[config.mk]
export PLATFORM = sky130hd
export DESIGN_NAME = onehot_subr_seq
export DESIGN_NICKNAME = d
export VERILOG_FILES = /design/src/rtl/seq_pkg.sv /design/src/rtl/seq_sub_chain.sv /design/src/rtl/seq_return_flags.sv /design/src/rtl/seq_token_monitor.sv /design/src/rtl/onehot_subr_seq.sv
export SDC_FILE = /design/constraint.sdc
export NUM_CORES = 1
export LEC_CHECK = 0
export BUFFER_PORTS_ARGS = -buffer_cell sky130_fd_sc_hd__buf_2
export CAP_MARGIN = 20
export CORE_UTILIZATION = 54
export CTS_CLUSTER_DIAMETER = 80
export DETAILED_ROUTE_END_ITERATION = 10
export PLACE_DENSITY = 0.82
export SETUP_SLACK_MARGIN = 0.05
export SYNTH_ARGS = -nofsm -noshare
export SYNTH_HDL_FRONTEND = slang
export SYNTH_SLANG_ARGS = --single-unit
[constraint.sdc]
create_clock -name clk -period 9.55 [get_ports clk]
set_input_delay 1.91 -clock clk [delete_from_list [all_inputs] [get_ports clk]]
set_output_delay 1.91 -clock clk [all_outputs]
set_load 0.02 [all_outputs]
[src/rtl/seq_pkg.sv]
package seq_pkg;
   // Total state count from the sizing parameters:
   // idle + calls + continuations + subroutine steps + delay stages + done
   function automatic int seq_state_count(input int n_call, input int sub_len, input int dly_len);
      return 2 * n_call + sub_len + dly_len + 2;
   endfunction
endpackage

[src/rtl/seq_sub_chain.sv]
module seq_sub_chain #(
   parameter int SUB_LEN = 3
) (
   input  logic               entry_tok,
   input  logic               mem_ready,
   input  logic [SUB_LEN-1:0] cur,
   output logic [SUB_LEN-1:0] nxt,
   output logic               ret_pulse
);
   localparam int LAST = SUB_LEN - 1;

   if (SUB_LEN < 2) begin : g_len_bad
      $error("seq_sub_chain: SUB_LEN must be at least 2");
   end

   assign nxt[0] = entry_tok;

   for (genvar j = 1; j < LAST; j++) begin : g_step
      assign nxt[j] = cur[j-1];
   end

   // last step waits for completion
   assign nxt[LAST]  = cur[LAST-1] | (cur[LAST] & ~mem_ready);
   assign ret_pulse  = cur[LAST] & mem_ready;
endmodule

[src/rtl/seq_return_flags.sv]
module seq_return_flags #(
   parameter int N_CALL = 3
) (
   input  logic              clk,
   input  logic              rst_n,
   input  logic [N_CALL-1:0] call_tok,
   input  logic              ret_pulse,
   output logic [N_CALL-1:0] cont_tok
);
   logic [N_CALL-1:0] flag_q;

   for (genvar k = 0; k < N_CALL; k++) begin : g_site
      always_ff @(posedge clk) begin
         if (!rst_n)
            flag_q[k] <= 1'b0;
         else if (call_tok[k])
            flag_q[k] <= 1'b1;
         else if (ret_pulse)
            flag_q[k] <= 1'b0;
      end

      assign cont_tok[k] = ret_pulse & flag_q[k];


      call_sets_flag_chk: assert property (@(posedge clk) disable iff (!rst_n)
         call_tok[k] |=> flag_q[k]);
   end


   flags_onehot0_chk: assert property (@(posedge clk) disable iff (!rst_n)
      $onehot0(flag_q));


   return_has_caller_chk: assert property (@(posedge clk) disable iff (!rst_n)
      ret_pulse |-> (flag_q != '0));


   return_clears_chk: assert property (@(posedge clk) disable iff (!rst_n)
      ret_pulse |=> (flag_q == '0));
endmodule

[src/rtl/seq_token_monitor.sv]
module seq_token_monitor #(
   parameter int N_STATE = 13
) (
   input  logic [N_STATE-1:0] state,
   output logic               err
);
   localparam int CW = $clog2(N_STATE + 1);
   logic [CW-1:0] cnt;

   always_comb begin
      cnt = '0;
      for (int i = 0; i < N_STATE; i++)
         cnt = cnt + CW'(state[i]);
   end

   assign err = (cnt != CW'(1));
endmodule

[src/rtl/onehot_subr_seq.sv]
module onehot_subr_seq
   import seq_pkg::*;
#(
   parameter  int N_CALL  = 3,
   parameter  int SUB_LEN = 3,
   parameter  int DLY_LEN = 2,
   localparam int N_STATE = seq_state_count(N_CALL, SUB_LEN, DLY_LEN)
) (
   input  logic               clk,
   input  logic               rst_n,
   input  logic               go,
   input  logic               rep_req,
   input  logic               mem_ready,
   output logic [N_STATE-1:0] state_vec,
   output logic [N_CALL-1:0]  call_stb,
   output logic               sub_issue,
   output logic               seq_done,
   output logic               token_err
);
   localparam int S_IDLE  = 0;
   localparam int S_CALL  = 1;
   localparam int S_CONT  = 1 + N_CALL;
   localparam int S_SUB   = 1 + 2 * N_CALL;
   localparam int S_DLY   = S_SUB + SUB_LEN;
   localparam int S_DONE  = N_STATE - 1;
   localparam int SUB_END = S_SUB + SUB_LEN - 1;

   if (N_CALL < 1) begin : g_call_bad
      $error("onehot_subr_seq: N_CALL must be at least 1");
   end
   if (DLY_LEN < 1) begin : g_dly_bad
      $error("onehot_subr_seq: DLY_LEN must be at least 1");
   end

   logic [N_STATE-1:0] st_q, st_d;
   logic [N_CALL-1:0]  call_tok, cont_tok, cont_cur;
   logic [SUB_LEN-1:0] sub_cur, sub_nxt;
   logic               ret_pulse;

   assign call_tok = st_q[S_CALL +: N_CALL];
   assign cont_cur = st_q[S_CONT +: N_CALL];
   assign sub_cur  = st_q[S_SUB +: SUB_LEN];

   seq_sub_chain #(.SUB_LEN(SUB_LEN)) u_sub (
      .entry_tok (|call_tok),
      .mem_ready (mem_ready),
      .cur       (sub_cur),
      .nxt       (sub_nxt),
      .ret_pulse (ret_pulse)
   );

   seq_return_flags #(.N_CALL(N_CALL)) u_ret (
      .clk       (clk),
      .rst_n     (rst_n),
      .call_tok  (call_tok),
      .ret_pulse (ret_pulse),
      .cont_tok  (cont_tok)
   );

   seq_token_monitor #(.N_STATE(N_STATE)) u_mon (
      .state (st_q),
      .err   (token_err)
   );

   // next-token gates
   assign st_d[S_IDLE] = (st_q[S_IDLE] & ~go) | st_q[S_DONE];
   assign st_d[S_CALL] = (st_q[S_IDLE] & go) | (cont_cur[0] & rep_req);

   for (genvar k = 1; k < N_CALL; k++) begin : g_call
      assign st_d[S_CALL+k] = (cont_cur[k-1] & ~rep_req) | (cont_cur[k] & rep_req);
   end

   assign st_d[S_CONT +: N_CALL]  = cont_tok;
   assign st_d[S_SUB +: SUB_LEN]  = sub_nxt;
   assign st_d[S_DLY] = cont_cur[N_CALL-1] & ~rep_req;

   for (genvar j = 1; j < DLY_LEN; j++) begin : g_dly
      assign st_d[S_DLY+j] = st_q[S_DLY+j-1];
   end

   assign st_d[S_DONE] = st_q[S_DLY+DLY_LEN-1];

   always_ff @(posedge clk) begin
      if (!rst_n)
         st_q <= N_STATE'(1) << S_IDLE;
      else
         st_q <= st_d;
   end

   assign state_vec = st_q;
   assign call_stb  = call_tok;
   assign sub_issue = st_q[S_SUB];
   assign seq_done  = st_q[S_DONE];


   token_single_chk: assert property (@(posedge clk) disable iff (!rst_n)
      $countones(st_q) == 1);


   idle_hold_chk: assert property (@(posedge clk) disable iff (!rst_n)
      (st_q[S_IDLE] && !go) |=> st_q[S_IDLE]);


   call_enters_sub_chk: assert property (@(posedge clk) disable iff (!rst_n)
      (call_tok != '0) |=> st_q[S_SUB]);


   sub_wait_chk: assert property (@(posedge clk) disable iff (!rst_n)
      (st_q[SUB_END] && !mem_ready) |=> st_q[SUB_END]);


   done_to_idle_chk: assert property (@(posedge clk) disable iff (!rst_n)
      st_q[S_DONE] |=> st_q[S_IDLE]);
endmodule

==> impl_metrics.csv, run 1 <==
group,metric,value,unit
routing,top_layer,"met4",
synthesis,synth_cells,86,
hold_path,hold_path_depth,1,
timing,rsz0062_at_grt,"no",
synthesis,yosysWarnings,0,
clock_tree,cts_hold_buf,0,
clock_tree,clock_tree.root_cell,"clkbuf_4",
clock_tree,clockBufferDepth,2,
global_routing,grt_max_degree,17,
placement,io_buffers,23,
synthesis,synth_top_area_share,36.52,%
clock_tree,cts_buffers,3,
timing,relSlewSlack,85.49,%
clock_tree,insertion_delay,0.28,ns
job,drv_cap,0,
synthesis,synth-main-ff-cell,"dfxtp_1",
synthesis,synthArstFlopShare,0,%
synthesis,synth-edff-count,0,
hold_path,hp-start,"u_ret.flag_q[1]",
timing,fin_hold_ws,0.4802,ns
global_routing,grt_pass1_wl,2539,µm
clock_tree,cts_tree,"built",
power,power_density,122.6,mW/mm²
floorplanning,initial_core_util,58.22,%
floorplanning,die_x,42.30,µm
floorplanning,num_io_pins,24,
synthesis,yosysTopAreaCell,"dfxtp_1",
worst_setup_path,critPathKind,"reg -> out",
synthesis,synthTopCellsByArea,"dfxtp_1, fa_1, ha_1, inv_1, buf_4",
clock_tree,cts_resized,0,
placement,gp_congestion,0.7311,
layout,diodes,0,
timing,slew_violations,0,
routing,routed_wl,1442,µm
synthesis,seq_area_frac_synth,36.52,%
worst_setup_path,crit_required,7.64,ns
layout,area_growth,11.41,%
routing,routedWlPerCell,12.02,µm
floorplanning,num_rows,14,
layout,seq_area,320.3,µm²
worst_setup_path,r2r_end,"u_ret.flag_q[2]",
outcome,status,"finished, violations left",
timing,timing.setup.tns,0,ns
worst_setup_path,r2r_start,"state_vec[9]",
timing,finalCritPeriodShare,63.84,%
global_routing,grt_pass1_vias,560,
timing,tightestPinTransition,0.2177,ns
layout,multi_input_area,439.2,µm²
placement,hpwl,1155,µm
timing,max_freq,164.0,MHz
outcome,violations,"DRC",
worst_setup_path,critPathMaxFanout,5,
routing,ant_nets,0,
clock_tree,h-tree-depth,1,
clock_tree,cts_sinks,16,
layout,stdcell_count,120,
hold_path,hold_class,"reg -> reg",
synthesis,syn_avg_cell_area,10.20,µm²
floorplanning,fp.dieH,42.30,µm
routing,drc,1,
routing,via_per_inst,4.950,
timing,fin_worst_skew,0.003154,ns
routing,wl_met1,696,µm
routing,wl_met2,670,µm
worst_setup_path,r2r_cells,3,
worst_setup_path,r2r_slack,8.75,ns
layout,layout.nets,125,
clock_tree,cts_setup_buffers,0,
power,p_leak,0.5498,nW
floorplanning,die_area,0.001789,mm²
timing,finalSetupViolations,0,
routing,dr_total_vias,594,
timing,fin_crit,6.096,ns
worst_setup_path,endpoint_kind,"primary output",
synthesis,syn-cell-area,877.1,µm²
power,peakVddDrop,0.08978,mV
synthesis,synthDistinctLibCells,22,
timing,hold_violations,0,
hold_path,whs_endpoint,"state_vec[5]",
global_routing,grt.overflow.total,0,
synthesis,syn-num-nets,105,
routing,route.met3.wl,65,µm
routing,drtPass1Iterations,7,
worst_setup_path,crit_arrival,4.19,ns
synthesis,synth-seq-cells,16,
floorplanning,core-area,0.001506,mm²
clock_tree,path_clk_slew,0.08,ns
layout,fillers,137,
synthesis,ys_top_cells_by_count,"dfxtp_1, inv_1, buf_4, fa_1, ha_1",
routing,drtIter0Drc,12,
global_routing,grtUsageTotal,19.67,%
layout,postLayoutCellArea,977.2,µm²
placement,placed_cell_area,954.7,µm²
global_routing,antenna_found_initial,0,
placement,dp.cells,117,
layout,drive_above_1_share,25.00,%
worst_setup_path,critPathLaunchType,"flip-flop",
critical path, stage by stage, from the launching register on:
cell and delay [ns]:
dfxtp_1 0.35, ha_1 0.28, inv_1 0.04, fa_1 0.47, inv_1 0.05, fa_1 0.49
inv_1 0.05, fa_1 0.50, fa_1 0.41, inv_1 0.06, ha_1 0.15, inv_1 0.05
fa_1 0.47, nand2_1 0.08, nor3b_1 0.18, mux2i_1 0.08, buf_2 0.16
state kept, by name (all words and copies together), names as in the netlist:
name          flops
state_vec        13
u_ret.flag_q      3
layout make-up:
cell class	instances	share of cell area, %
inverters	16	6.146
flip-flops and latches	16	32.78
clock buffers	3	2.305
well taps	16	2.049
multi-input cells	46	44.94
repair buffers	23	11.78
where the power goes:
| part | switching [mW] | leakage, nW | total (mW) | internal, mW |
|---|---|---|---|---|
| clock network | 0.0193 | 0.0138 | 0.0339 | 0.0146 |
| logic | 0.0103 | 0.406 | 0.0170 | 0.00675 |
| registers | 0.00100 | 0.130 | 0.0688 | 0.0678 |
worst max-delay path by stage:
stage / from / end / slack, ns / depth (start not counted)
after detailed placement: state_vec[1] / token_err / 3.75 / 16
final: state_vec[1] / token_err / 3.45 / 16
after floorplan: state_vec[1] / token_err / 3.75 / 15
after global placement: state_vec[1] / token_err / 3.82 / 16
after global routing: state_vec[1] / token_err / 3.18 / 16
after CTS: state_vec[1] / token_err / 3.41 / 16
per-stage QoR:
stage / total power, mW / worst slack, ns / util [%]
global route: 0.1263 / 3.181 / 64.87
global placement: 0.08647 / 3.825 / 63.37
CTS: 0.1216 / 3.415 / 64.87
floorplan: 0.08249 / 3.755 / -
finish: 0.1198 / 3.454 / 64.87
detailed placement: 0.08758 / 3.748 / 63.37
layer usage:
| layer | GRT usage (%) | vias to the layer above |
|---|---|---|
| met3 | 6.466 | 2 |
| met2 | 30.77 | 18 |
| met5 | 0 | - |
| li1 | - | 303 |
| met4 | 7.500 | 0 |
| met1 | 25.28 | 271 |
kinds of logic after synthesis:
family          after synthesis  synth area share, %
buf+inv                      24                13.41
simple gates                 19                12.98
flops                        16                36.52
fa+ha+maj                    14                25.96
compound gates                9                6.706
mux                           3                3.424
xor+xnor                      1               0.9988
placed cells by master, fill, tap and decap left out:
| cell type | count |
|---|---|
| buf_2 | 23 |
| fa_1 | 7 |
| o21a_1 | 1 |
| inv_1 | 16 |
| nor3b_1 | 1 |
| a21o_1 | 1 |
| nor2_1 | 1 |
| a21oi_1 | 4 |
| mux2i_1 | 3 |
| and3b_1 | 1 |
| o31a_1 | 1 |
| dfxtp_1 | 16 |
| o211ai_1 | 1 |
| clkbuf_4 | 3 |
| xnor2_1 | 1 |
| a22oi_1 | 1 |
| ha_1 | 7 |
| nor2b_1 | 6 |
| and2_1 | 4 |
| and3_1 | 3 |
| nand2_1 | 2 |
| nor3_1 | 1 |
No activity file was read; power rests on OpenSTA's default activity.
==> inputs of run 2 (changes only) <==
--- a/config.mk
+++ b/config.mk
@@ -5,12 +5,13 @@
 export SDC_FILE = /design/constraint.sdc
 export NUM_CORES = 1
 export LEC_CHECK = 0
+export ABC_AREA = 1
 export BUFFER_PORTS_ARGS = -buffer_cell sky130_fd_sc_hd__buf_2
 export CAP_MARGIN = 20
-export CORE_UTILIZATION = 54
+export CORE_UTILIZATION = 45
 export CTS_CLUSTER_DIAMETER = 80
 export DETAILED_ROUTE_END_ITERATION = 10
-export PLACE_DENSITY = 0.82
+export PLACE_DENSITY = 0.73
 export SETUP_SLACK_MARGIN = 0.05
 export SYNTH_ARGS = -nofsm -noshare
 export SYNTH_HDL_FRONTEND = slang
==> constraint.sdc (replaced) <==
create_clock -name clk -period 5 [get_ports clk]
set_input_delay 1 -clock clk [delete_from_list [all_inputs] [get_ports clk]]
set_output_delay 1 -clock clk [all_outputs]
set_load 0.02 [all_outputs]
==> impl_metrics.csv, run 2 <==
group,metric,value,unit
layout,largest_register_ffs,13,
global_routing,grt_max_degree,11,
global_routing,antenna_found_initial,0,
floorplanning,die_x,46.43,µm
hold_path,hp-start,"u_ret.flag_q[0]",
clock_tree,cts_buffers,3,
layout,multi_input_area,435.4,µm²
worst_setup_path,r2r_slack,4.19,ns
synthesis,yosysTopAreaCell,"dfxtp_1",
power,p_int,0.2002,mW
worst_setup_path,critPathKind,"reg -> out",
power,p_sw_share,28.23,%
routing,routedWlPerCell,10.94,µm
placement,dpl_worst_slack,0.1588,ns
hold_path,hold_class,"reg -> reg",
timing,max_freq,196.7,MHz
routing,routed_wl,1619,µm
synthesis,yosysWarnings,0,
worst_setup_path,critPathMaxFanout,2,
worst_setup_path,crit_required,4.00,ns
timing,worst_slack,-0.08423,ns
timing,timing.setup.tns,-0.08423,ns
timing,fin_hold_ws,0.4471,ns
clock_tree,cts_sinks,16,
clock_tree,h-tree-depth,1,
placement,gp_congestion,0.8146,
clock_tree,cts_hold_buf,0,
clock_tree,clockBufferDepth,2,
layout,layout.nets,143,
worst_setup_path,r2r_cells,4,
timing,rsz0062_at_grt,"yes",
layout,area_growth,18.87,%
power,p_seq_share,47.9,%
global_routing,grt_pass1_wl,2739,µm
synthesis,syn-num-nets,121,
floorplanning,initial_core_util,49.82,%
synthesis,synth_top_area_share,36.06,%
floorplanning,num_rows,15,
power,clock_power_share,31.4,%
placement,io_buffers,23,
clock_tree,path_clk_slew,0.10,ns
routing,via_per_inst,4.662,
global_routing,grt_pass1_vias,657,
worst_setup_path,r2r_start,"state_vec[5]",
routing,drtIter0Drc,6,
floorplanning,core-area,0.001783,mm²
layout,layout_commonest_cell,"buf_2",
outcome,violations,"setup timing",
timing,relSlewSlack,86.18,%
synthesis,synthArstFlopShare,0,%
outcome,status,"finished, violations left",
floorplanning,num_io_pins,24,
layout,stdcell_count,148,
worst_setup_path,crit_arrival,4.08,ns
worst_setup_path,r2r_end,"state_vec[3]",
synthesis,synthDistinctLibCells,16,
routing,ant_nets,0,
synthesis,syn-cell-area,888.4,µm²
worst_setup_path,crit_end,"token_err",
floorplanning,die_area,0.002156,mm²
synthesis,ys_top_cells_by_count,"inv_1, dfxtp_1, nand2_1",
floorplanning,fp.dieH,46.43,µm
clock_tree,clock_tree.root_cell,"clkbuf_4",
layout,diodes,0,
clock_tree,cts_tree,"built",
synthesis,seq_area_frac_synth,36.06,%
synthesis,yosysMostFrequentCell,"inv_1",
global_routing,grtUsageTotal,19.20,%
synthesis,synth-seq-cells,16,
placement,dp.cells,142,
routing,drtPass1Iterations,4,
synthesis,syn_avg_cell_area,8.709,µm²
layout,drive_above_1_share,32.52,%
layout,final_cell_mix,"buf_2, inv_1, dfxtp_1",
power,p_comb_share,20.7,%
layout,fillers,169,
global_routing,grt.overflow.total,0,
power,p_switching,0.07875,mW
worst_setup_path,critical_path.startpoint,"state_vec[1]",
timing,fin_worst_skew,0.006560,ns
timing,hold_violations,0,
clock_tree,insertion_delay,0.30,ns
synthesis,synth-edff-count,0,
routing,dr_total_vias,690,
synthesis,synth-main-ff-cell,"dfxtp_1",
synthesis,synth_cells,102,
power,power_density,264.2,mW/mm²
worst_setup_path,endpoint_kind,"primary output",
timing,fin_crit,5.084,ns
timing,slew_violations,0,
timing,finalSetupViolations,1,
timing,tightestPinTransition,0.2070,ns
routing,drc,0,
timing,finalCritPeriodShare,101.7,%
placement,hpwl,1286,µm
worst_setup_path,critPathLaunchType,"flip-flop",
layout,seq_area,322.8,µm²
power,p_leak,0.5719,nW
synthesis,synthTopCellsByArea,"dfxtp_1, fa_1, inv_1, ha_1, buf_4",
power,peakVddDrop,0.1567,mV
job,drv_cap,0,
layout,utilization,59.23,%
[run 2: cell count changes after synthesis, moves of 4 or more]
cell,previous run,this run
nor2_1,1,11
nand2_1,2,13
nor2b_1,6,0
inv_1,16,24
and2_1,4,0
[run 2: final cells by class]
class                      instances  area share [%]
clock buffer                       4           3.436
sequential                        16           30.57
timing repair buffer              25           12.91
inverter                          25           8.886
tap                               25           2.962
multi-input combinational         53           41.23
[run 2: timing repair]
action                     in CTS  in global routing
setup buffers                   2                  0
setup endpoints to repair       1                  1
pin swaps                       0                  1
gates resized for setup         8                  3
[run 2: cells by family after synthesis]
family / Yosys count / synth area share, %
AND/OR/NAND/NOR: 29 / 14.08
adder cells (fa/ha/maj): 14 / 25.63
flip-flops: 16 / 36.06
buffers and inverters: 33 / 17.75
AO/OA/AOI/OAI: 10 / 6.479
[run 2: worst max-delay path, cell delays in order, from the launching register on]
cell and delay, ns:
dfxtp_2 0.35, ha_4 0.26, inv_2 0.03, fa_1 0.48, inv_2 0.04, fa_1 0.49, inv_1 0.05, fa_1 0.49
fa_1 0.42, inv_2 0.08, ha_4 0.13, inv_2 0.03, fa_1 0.48, nand3_1 0.07, nor2_1 0.11, nand3_1 0.11
buf_6 0.15
[run 2: metrics by stage]
step | power [mW] | cell area (µm²)
global placement | 0.1830 | 970.9
detailed placement | 0.1853 | 970.9
CTS | 0.2775 | 1046
finish | 0.2790 | 1056
global route | 0.2967 | 1056
floorplan | 0.1727 | 888.4
[run 2: layer usage]
layer	vias up	wire [µm]	GRT usage, %
li1	344	-	-
met1	326	724	22.49
met2	18	792	30.00
met3	2	84	7.451
met4	0	18	10.00
met5	-	0	0
[run 2: worst min path at each step]
stage | to | slack, ns | depth (start not counted)
2_1_floorplan | state_vec[4] | 0.42 | 2
5_1_grt | state_vec[4] | 0.46 | 2
4_1_cts | state_vec[4] | 0.45 | 2
3_5_place_dp | state_vec[6] | 0.43 | 2
6_report | state_vec[4] | 0.45 | 2
3_3_place_gp | state_vec[4] | 0.43 | 2
[run 2: power by group through the flow]
stage	sequential, mW	combinational [mW]	clock, mW
2_1_floorplan	0.139	0.0337	0
3_3_place_gp	0.136	0.0470	0
3_5_place_dp	0.136	0.0489	0
4_1_cts	0.134	0.0559	0.0880
5_1_grt	0.134	0.0666	0.0959
6_report	0.134	0.0578	0.0875
